===== src/rtl/clk_ratio_pkg.sv =====
package clk_ratio_pkg;
  localparam int NCH      = 9;
  localparam int CODE_W   = 4;
  localparam int RATIO_W  = 6;
  localparam int Z_CH     = 6;
  localparam int ZEN_BIT  = 28;
  localparam int KICK_BIT = 31;

  localparam int           FIELD_LSB  [NCH] = '{20, 16, 12, 8, 4, 0, 24, 12, 4};
  localparam logic         FIELD_SEL  [NCH] = '{1'b0, 1'b0, 1'b0, 1'b0, 1'b0, 1'b0,
                                                1'b1, 1'b1, 1'b1};
  localparam logic [15:0]  LEGAL_MASK [NCH] = '{16'h0DFF, 16'h0D7F, 16'h1DFF, 16'h0DFF,
                                                16'h1DFF, 16'h1DFF, 16'h097F, 16'h0DFF,
                                                16'h0DFF};

  function automatic logic [RATIO_W-1:0] code_ratio(input logic [CODE_W-1:0] code);
    case (code)
      4'd0:    return 6'd2;
      4'd1:    return 6'd3;
      4'd2:    return 6'd4;
      4'd3:    return 6'd6;
      4'd4:    return 6'd8;
      4'd5:    return 6'd12;
      4'd6:    return 6'd16;
      4'd7:    return 6'd18;
      4'd8:    return 6'd24;
      4'd10:   return 6'd36;
      4'd11:   return 6'd48;
      4'd12:   return 6'd7;
      default: return 6'd2;
    endcase
  endfunction

  function automatic logic code_legal(input int ch, input logic [CODE_W-1:0] code);
    return LEGAL_MASK[ch][code];
  endfunction
endpackage


===== src/rtl/ratio_regs.sv =====
module ratio_regs
  import clk_ratio_pkg::*;
#(
  parameter int KICK_CYCLES = 8
) (
  input  logic                         clk_i,
  input  logic                         rst_ni,
  input  logic                         req_i,
  input  logic                         we_i,
  input  logic                         sel_i,
  input  logic [31:0]                  wdata_i,
  output logic [31:0]                  rdata_o,
  output logic                         busy_o,
  output logic                         err_o,
  output logic                         pending_o,
  output logic                         commit_o,
  output logic [NCH-1:0][CODE_W-1:0]   active_o,
  output logic                         zen_o
);
  localparam int KW = (KICK_CYCLES > 1) ? $clog2(KICK_CYCLES) : 1;

  logic [NCH-1:0][CODE_W-1:0] shadow_q, shadow_d, active_q;
  logic                       zen_sh_q, zen_sh_d, zen_act_q;
  logic                       pend_q, busy_q, err_q, err_set, kick_set;
  logic [KW-1:0]              kcnt_q;
  logic [CODE_W-1:0]          fcode;
  logic                       wr, wr_ok, commit;

  assign wr     = req_i & we_i;
  assign wr_ok  = wr & ~pend_q;
  assign commit = pend_q & (kcnt_q == KW'(KICK_CYCLES - 1));

  always_comb begin
    shadow_d = shadow_q;
    zen_sh_d = zen_sh_q;
    err_set  = 1'b0;
    kick_set = 1'b0;
    fcode    = '0;
    if (wr_ok) begin
      for (int c = 0; c < NCH; c++) begin
        if (FIELD_SEL[c] == sel_i) begin
          fcode = wdata_i[FIELD_LSB[c] +: CODE_W];
          if (code_legal(c, fcode)) shadow_d[c] = fcode;
          else                      err_set     = 1'b1;
        end
      end
      if (sel_i) begin
        zen_sh_d = wdata_i[ZEN_BIT];
        kick_set = wdata_i[KICK_BIT];
      end
    end
  end

  always_ff @(posedge clk_i or negedge rst_ni) begin
    if (!rst_ni) begin
      shadow_q  <= '0;
      active_q  <= '0;
      zen_sh_q  <= 1'b1;
      zen_act_q <= 1'b1;
      pend_q    <= 1'b0;
      kcnt_q    <= '0;
      busy_q    <= 1'b0;
      err_q     <= 1'b0;
    end else begin
      shadow_q <= shadow_d;
      zen_sh_q <= zen_sh_d;
      busy_q   <= wr & pend_q;
      err_q    <= err_q | err_set;
      if (commit) begin
        active_q  <= shadow_q;
        zen_act_q <= zen_sh_q;
        pend_q    <= 1'b0;
        kcnt_q    <= '0;
      end else if (pend_q) begin
        kcnt_q <= kcnt_q + KW'(1);
      end else if (kick_set) begin
        pend_q <= 1'b1;
        kcnt_q <= '0;
      end
    end
  end

  always_comb begin
    rdata_o = '0;
    for (int c = 0; c < NCH; c++)
      if (FIELD_SEL[c] == sel_i) rdata_o[FIELD_LSB[c] +: CODE_W] = shadow_q[c];
    if (sel_i) begin
      rdata_o[ZEN_BIT]  = zen_sh_q;
      rdata_o[KICK_BIT] = pend_q;
    end
  end

  assign busy_o    = busy_q;
  assign err_o     = err_q;
  assign pending_o = pend_q;
  assign commit_o  = commit;
  assign active_o  = active_q;
  assign zen_o     = zen_act_q;
endmodule


===== src/rtl/ratio_chan.sv =====
module ratio_chan
  import clk_ratio_pkg::*;
(
  input  logic              clk_i,
  input  logic              rst_ni,
  input  logic [CODE_W-1:0] code_i,
  input  logic              bypass_i,
  input  logic              restart_i,
  output logic              ce_o
);
  logic [RATIO_W-1:0] ratio, cnt_q;
  logic               last;

  assign ratio = code_ratio(code_i);
  assign last  = (cnt_q == ratio - RATIO_W'(1));

  always_ff @(posedge clk_i or negedge rst_ni) begin
    if (!rst_ni)             cnt_q <= '0;
    else if (restart_i|last) cnt_q <= '0;
    else                     cnt_q <= cnt_q + RATIO_W'(1);
  end

  assign ce_o = bypass_i | last;
endmodule


===== src/rtl/quarter_tap.sv =====
module quarter_tap #(
  parameter int DIV = 4
) (
  input  logic clk_i,
  input  logic rst_ni,
  input  logic src_ce_i,
  input  logic restart_i,
  output logic ce_o
);
  localparam int W = (DIV > 1) ? $clog2(DIV) : 1;
  logic [W-1:0] cnt_q;
  logic         wrap;

  assign wrap = (cnt_q == W'(DIV - 1));

  always_ff @(posedge clk_i or negedge rst_ni) begin
    if (!rst_ni)                cnt_q <= '0;
    else if (restart_i)         cnt_q <= '0;
    else if (src_ce_i && wrap)  cnt_q <= '0;
    else if (src_ce_i)          cnt_q <= cnt_q + W'(1);
  end

  assign ce_o = src_ce_i & wrap;
endmodule


===== src/rtl/clk_ratio_ctrl.sv =====
module clk_ratio_ctrl
  import clk_ratio_pkg::*;
#(
  parameter int KICK_CYCLES = 8,
  parameter int TAP_DIV     = 4
) (
  input  logic           clk_i,
  input  logic           rst_ni,
  input  logic           req_i,
  input  logic           we_i,
  input  logic           sel_i,
  input  logic [31:0]    wdata_i,
  output logic [31:0]    rdata_o,
  output logic           busy_o,
  output logic           err_o,
  output logic [NCH-1:0] ce_o,
  output logic           zq_ce_o
);
  logic [NCH-1:0][CODE_W-1:0] active;
  logic                       pending, commit, zen;

  ratio_regs #(.KICK_CYCLES(KICK_CYCLES)) u_regs (
    .clk_i     (clk_i),
    .rst_ni    (rst_ni),
    .req_i     (req_i),
    .we_i      (we_i),
    .sel_i     (sel_i),
    .wdata_i   (wdata_i),
    .rdata_o   (rdata_o),
    .busy_o    (busy_o),
    .err_o     (err_o),
    .pending_o (pending),
    .commit_o  (commit),
    .active_o  (active),
    .zen_o     (zen)
  );

  for (genvar c = 0; c < NCH; c++) begin : g_chan
    logic byp;
    if (c == Z_CH) begin : g_byp
      assign byp = ~zen;
    end else begin : g_nobyp
      assign byp = 1'b0;
    end
    ratio_chan u_chan (
      .clk_i     (clk_i),
      .rst_ni    (rst_ni),
      .code_i    (active[c]),
      .bypass_i  (byp),
      .restart_i (commit),
      .ce_o      (ce_o[c])
    );
  end

  quarter_tap #(.DIV(TAP_DIV)) u_tap (
    .clk_i     (clk_i),
    .rst_ni    (rst_ni),
    .src_ce_i  (ce_o[Z_CH]),
    .restart_i (commit),
    .ce_o      (zq_ce_o)
  );
endmodule


===== config.mk =====
export PLATFORM = sky130hd
export DESIGN_NAME = clk_ratio_ctrl
export DESIGN_NICKNAME = d
export VERILOG_FILES = /design/src/rtl/clk_ratio_pkg.sv /design/src/rtl/ratio_regs.sv /design/src/rtl/ratio_chan.sv /design/src/rtl/quarter_tap.sv /design/src/rtl/clk_ratio_ctrl.sv
export SDC_FILE = /design/constraint.sdc
export NUM_CORES = 1
export LEC_CHECK = 0
export BUFFER_PORTS_ARGS = -buffer_cell sky130_fd_sc_hd__buf_2
export CAP_MARGIN = 25
export CELL_PAD_IN_SITES_DETAIL_PLACEMENT = 1
export CELL_PAD_IN_SITES_GLOBAL_PLACEMENT = 1
export CORE_MARGIN = 5
export CORE_UTILIZATION = 48
export CTS_CLUSTER_SIZE = 14
export DETAILED_ROUTE_END_ITERATION = 6
export PLACE_DENSITY_LB_ADDON = 0.3
export SLEW_MARGIN = 20
export SYNTH_ARGS = -nofsm -noshare
export SYNTH_HDL_FRONTEND = slang
export SYNTH_HIERARCHICAL = 1
export SYNTH_SLANG_ARGS = --single-unit

===== constraint.sdc =====
create_clock -name clk_i -period 3.1 [get_ports clk_i]
set_input_delay 0.155 -clock clk_i [delete_from_list [all_inputs] [get_ports clk_i]]
set_output_delay 0.155 -clock clk_i [all_outputs]
set_load 0.02 [all_outputs]

==> results of run 1 <==
-- state kept, by name, summed over array words and instances, names as in the netlist, 2 cells and up --
name and cells:
u_tap/cnt_q 2, g_chan.u_chan/cnt_q 54, u_regs/active_o 36, u_regs/shadow_q 36, u_regs/kcnt_q 3
-- logic make-up (layout without fill, tap and decap cells) --
| group | Yosys count | count (layout) | share of synthesized area, % |
|---|---|---|---|
| simple gates | 372 | 372 | 22.29 |
| compound gates | 141 | 141 | 11.06 |
| flops | 136 | 136 | 35.20 |
| xor+xnor | 99 | 99 | 8.960 |
| mux | 86 | 86 | 11.24 |
| buf+inv | 64 | 180 | 3.685 |
| fa+ha+maj | 58 | 58 | 7.499 |
| other cells | 2 | 10 | 0.07761 |
-- layout by cell type (no fill, tap or decap), types with 10 or more instances in the layout --
master         synthesis  final
nor2b_1               42     42
nor3_1                54     54
ha_1                  58     48
dlygate4sd3_1          0     14
nand3_1               28     28
nor3b_2               10     10
conb_1                 2     10
dfrtp_1              134    125
clkbuf_16              0     17
nor3b_1               13     13
xnor2_1               64     63
nand3b_1              12     12
a21oi_1               13     13
nor2_1                41     41
or3_1                 13     13
nand2b_1              29     29
buf_4                  2     30
buf_2                 21     75
inv_1                 27     24
nand2_1               68     67
o21ba_1               13     13
o21ai_0               35     35
xor2_1                35     34
nor3_2                10     10
mux2_2                71     71
-- cell type report --
class | instances | share of cell area (%)
repair buffers | 121 | 6.846
multi-input cells | 766 | 53.45
inverters | 27 | 0.8988
clock inverters | 13 | 1.487
flip-flops and latches | 136 | 30.30
clock buffers | 19 | 4.017
well taps | 270 | 2.996
-- through the flow --
step,utilization [%],hold slack [ns],TNS (ns)
2_1_floorplan,-,-0.1406,0
3_3_place_gp,51.38,0.1394,0
3_5_place_dp,51.38,0.1423,0
4_1_cts,55.26,0.001931,0
5_1_grt,56.27,0.005039,-0.03866
6_report,56.27,0.01382,0
-- final timing paths --
kind | depth (start not counted) | to | slack [ns] | start
setup reg to reg | 12 | u_tap/cnt_q[0]$_DFFE_PN0P_ | 0.52 | u_regs/active_o[24]$_DFFE_PN0P_
hold / removal | 2 | u_regs/busy_o$_DFF_PN0_ | 0.01 | we_i
hold reg to reg | 1 | u_tap/cnt_q[1]$_DFFE_PN0P_ | 0.49 | u_tap/cnt_q[1]$_DFFE_PN0P_
setup / recovery | 12 | zq_ce_o | 0.10 | u_regs/active_o[24]$_DFFE_PN0P_
max in group asynchronous | 3 | u_regs/zen_o$_DFFE_PN1P_ | 2.09 | rst_ni
min in group asynchronous | 2 | g_chan[5].u_chan/cnt_q[0]$_DFF_PN0_ | 0.24 | rst_ni
-- critical path, stage by stage (launching register included) --
cell	delay, ns
dfrtp_2	0.44
inv_1	0.13
ha_2	0.21
nand3_1	0.10
o21a_1	0.18
ha_1	0.25
xnor2_2	0.15
nand2b_1	0.09
nor3b_2	0.05
o2111a_2	0.27
or2_1	0.26
and2_1	0.15
buf_2	0.15
-- power by group --
| group | switching [mW] | total [mW] | internal [mW] |
|---|---|---|---|
| clock | 0.816 | 2.13 | 1.32 |
| sequential | 1.26 | 3.90 | 2.64 |
| combinational | 3.46 | 7.11 | 3.65 |
-- Yosys cell counts, types with 21 or more instances --
master,instances
xor2_1,35
dfrtp_1,134
buf_2,21
o21ai_0,35
xnor2_1,64
nor3_1,54
nand3_1,28
nand2b_1,29
mux2_2,71
nand2_1,68
inv_1,27
nor2b_1,42
ha_1,58
nor2_1,41
-- per-layer routing --
metal | share of wire [%] | up-vias | global-route usage (%)
met4 | 1.6 | 0 | 5.308
met2 | 50 | 108 | 36.03
met5 | 0 | - | 0
met3 | 3.4 | 28 | 3.697
met1 | 45 | 3763 | 27.19
li1 | - | 3617 | -
-- what timing repair did --
action,CTS,global route
pin swaps,4,7
buffers inserted,0,17
cloned,0,0
resized for setup,7,23
endpoints found under the hold margin,60,0
hold buffers,14,0
setup endpoints to repair,5,10
==> results.ini, run 1 <==
[drt]
num_vias=7516
first_pass_iters=4
first_iter_violations=300
wl_mm=24.53
drt-vias-per-instance=5.559
wire_per_inst_um=18.14
ant_nets=0
route.detailed.drc=0

[finish]
regArea_sq_mm=0.003417
syn_to_final_growth_pct=16.52
final_area_sq_mm=0.01128
post_route_cells_drive_above_1_share_pct=28.28
multi_input_area_sq_mm=0.006027
final_cells=1352
n_antenna_cell=0
n_fill_cell=2255
finalNetCount=1164

[die]
die_h_um=152.0
design.die.area_sq_mm=0.02310
ioPinCount=81
start_util_pct=48.29
rows=52
die_width_um=152.0
core-area_sq_mm=0.02004

[power_and_ir_drop]
p_per_area_mw_per_mm2=1165
leakage_nw=4.819
irDropWorstVdd_uv=540.9
power.total_mw=13.14

[timing]
maxSlewHeadroom_pct=54.03
hold_violations=0
max_freq_ghz=0.3338
period_share_pct=96.64
finalSetupViolCount=0
min_period_ns=2.996
worst_pin_slew_ns=0.6824
setup_ws_ns=0.1040
slew_violations=0
skew_ns=0.007158

[synth]
netlist.area_leader.share_pct=34.65
syn_inst=958
ys.warnings.count=6
netlist_top_cells_area=dfrtp_1, mux2_2, ha_1, xnor2_1, xor2_1
synth_edf_count=0
ys_ff_latch=136
synth_seq_area_share_pct=35.20
synth.largest_area_cell=dfrtp_1
syn_area_sq_mm=0.009677
synth_area_per_cell_sq_um=10.10
synth-async-reset-ratio_pct=100.0
synth.distinct_cells=60
synth_top_flop_cell=dfrtp_1

[global_routing]
grt_max_degree=53
antenna_found_initial=0
grt_pass1_wl_mm=40.37
grt.overflow.total=0
grt_usage_pct=20.85
grt_pass1_vias=7959

[clocking]
cts_buffers=17
cts_tree=done
cts_htree_levels=4
cts.path.max_buffers=2
cts.sinks=136
clk_latency_ns=0.42
cts_root_buf=clkbuf_16
path_clk_slew_ns=0.06

[run_status]
status=completed

[worst_setup_path]
cp.required_ns=2.94
critPathMaxFanout=5
crit_type=flip-flop to output pin
startpoint_type=flip-flop
endpoint_kind=output pin
arrival_ns=2.84

[placement]
post-place-ws_ns=0.2739
portBuffers=76
dp_hpwl_mm=17.25
routabilityCongestion=0.8013
dp_cells=1289
place_area_sq_mm=0.01030

[worst_hold_path]
hp-class=input pin to flip-flop

[run]
drv_cap=0

(Power assumes the default switching activity.)
==> run 2, diff against run 1 <==
- BUFFER_PORTS_ARGS: -buffer_cell sky130_fd_sc_hd__buf_2 -> -buffer_cell sky130_fd_sc_hd__buf_4
==> results.ini, run 2 (synthesized netlist as in run 1, its figures left out) <==
[run_status]
status=completed  ; unchanged

[drt]
first_pass_iters=4  ; unchanged
num_vias=7570  ; was 7516
wl_mm=24.46  ; was 24.53 mm
drt-vias-per-instance=5.538  ; was 5.559
first_iter_violations=403  ; was 300
wire_per_inst_um=17.90  ; was 18.14 um
ant_nets=0  ; unchanged
route.detailed.drc=0  ; unchanged

[global_routing]
grt_usage_pct=20.97  ; was 20.85%
grt_pass1_wl_mm=40.43  ; was 40.37 mm
antenna_found_initial=1  ; was 0
grt_pass1_vias=7942  ; was 7959
grt_max_degree=64  ; was 53
grt.overflow.total=0  ; unchanged

[die]
die_width_um=152.0  ; unchanged
rows=52  ; unchanged
die_h_um=152.0  ; unchanged
ioPinCount=81  ; unchanged
core-area_sq_mm=0.02004  ; unchanged
design.die.area_sq_mm=0.02310  ; unchanged
start_util_pct=48.29  ; unchanged

[finish]
final_cells=1367  ; was 1352
final_cell_mix=dfrtp_1, buf_4, mux2_2  ; was dfrtp_1, buf_2, mux2_2
final_area_sq_mm=0.01158  ; was 0.01128 sq mm
finalNetCount=1179  ; was 1164
n_antenna_cell=0  ; unchanged
largest_reg_flops=54  ; unchanged
final_common_cell=dfrtp_1  ; unchanged
top_register=g_chan.u_chan/cnt_q  ; unchanged
syn_to_final_growth_pct=19.71  ; was 16.52%
post_route_cells_drive_above_1_share_pct=27.53  ; was 28.28%

[worst_setup_path]
cp.required_ns=2.94  ; about the same
arrival_ns=2.79  ; was 2.84 ns
critPathMaxFanout=7  ; was 5
regToRegSetupSlack_ns=0.60  ; was 0.52 ns
crit_type=flip-flop to output pin  ; unchanged
startpoint_type=flip-flop  ; unchanged
endpoint_kind=output pin  ; unchanged

[power_and_ir_drop]
p_per_area_mw_per_mm2=1133  ; was 1165 mW/mm^2
irDropWorstVdd_uv=512.2  ; was 540.9 uV
leakage_nw=4.913  ; was 4.819 nW

[timing]
finalSetupViolCount=0  ; unchanged
maxSlewHeadroom_pct=47.09  ; was 54.03%
slew_violations=0  ; unchanged
max_freq_ghz=0.3393  ; was 0.3338 GHz
period_share_pct=95.06  ; was 96.64%
min_period_ns=2.947  ; was 2.996 ns
skew_ns=0.007830  ; was 0.007158 ns
hold_violations=0  ; unchanged
worst_pin_slew_ns=0.7854  ; was 0.6824 ns
hold_ws_ns=0.01725  ; was 0.01382 ns

[worst_hold_path]
hp-class=input pin to flip-flop  ; unchanged

[placement]
place_area_sq_mm=0.01047  ; was 0.01030 sq mm
portBuffers=76  ; unchanged
dp_hpwl_mm=16.77  ; was 17.25 mm
routabilityCongestion=0.8134  ; was 0.8013
dp_cells=1287  ; was 1289

[clocking]
clk_latency_ns=0.43  ; was 0.42 ns
cts.path.max_buffers=2  ; unchanged
cts_htree_levels=4  ; unchanged
cts.sinks=136  ; unchanged
cts_buffers=17  ; unchanged
cts_root_buf=clkbuf_16  ; unchanged
path_clk_slew_ns=0.06  ; about the same
cts_tree=done  ; unchanged

[run]
drv_cap=0  ; unchanged

==> run 2: changes by cell type in the layout (fill, tap and decap cells not counted), moves of 3 or more <==
cell / before / now
dlygate4sd3_1: 14 / 31
buf_2: 75 / 0
clkinvlp_4: 2 / 5
buf_4: 30 / 103
==> run 2: timing repair <==
| item | 4_1_cts | 5_1_grt |
|---|---|---|
| hold buffers | 31 | 0 |
| setup endpoints to repair | 5 | 10 |
| buffers inserted | 0 | 17 |
| pin swaps | 1 | 9 |
| endpoints found under the hold margin | 94 | 0 |
| gates resized for setup | 6 | 20 |
==> run 2: cell type report <==
type,instances,area (sq um)
Fill cell,2244,8456
Multi-Input combinational cell,766,6017
Sequential cell,136,3415
Timing Repair Buffer,136,1115
Clock buffer,20,456.7
Tap cell,270,337.8
Clock inverter,12,141.4
Inverter,27,101.3
==> run 2: per-stage QoR <==
step                      utilization (%)  setup WS [ns]  total power, mW  setup TNS, ns
after detailed placement            52.24         0.4093            10.74              0
final                               57.80         0.1530            13.13              0
after global placement              52.24         0.4779            10.37              0
after global routing                57.80       -0.01264            14.19       -0.01763
after floorplan                         -         0.4132            9.155              0
after CTS                           56.86       0.008736            12.97              0
==> run 2: routing by layer <==
metal | vias to the layer above | wire length (um) | GRT usage (%)
met5 | - | 0 | 0
met4 | 0 | 323 | 5.394
met3 | 24 | 896 | 3.783
met2 | 109 | 12570 | 36.30
met1 | 3784 | 10680 | 27.22
li1 | 3653 | - | -
==> run 2: power by group <==
part / switching, mW / internal (mW)
combinational: 3.41 / 3.75
clock: 0.834 / 1.24
sequential: 1.25 / 2.64
==> run 2: worst paths after layout <==
check | cells after the start | start | endpoint
max reg2reg | 10 | u_regs/active_o[25]$_DFFE_PN0P_ | u_tap/cnt_q[1]$_DFFE_PN0P_
min reg2reg | 1 | u_tap/cnt_q[1]$_DFFE_PN0P_ | u_tap/cnt_q[1]$_DFFE_PN0P_
max in group asynchronous | 3 | rst_ni | u_regs/zen_o$_DFFE_PN1P_
min | 2 | wdata_i[5] | u_regs/shadow_q[17]$_DFFE_PN0P_
max | 11 | u_regs/active_o[1]$_DFFE_PN0P_ | ce_o[0]
min in group asynchronous | 2 | rst_ni | g_chan[5].u_chan/cnt_q[0]$_DFF_PN0_
==> run 2: worst max-delay path: stages, from the launching register on <==
cell and delay, ns:
dfrtp_1 0.37, inv_1 0.13, ha_2 0.26, nand2b_1 0.10
o21a_1 0.21, ha_1 0.24, xnor2_1 0.21, nand2b_1 0.10
nor3b_2 0.17, o2111a_2 0.31, or2_1 0.12, buf_4 0.13
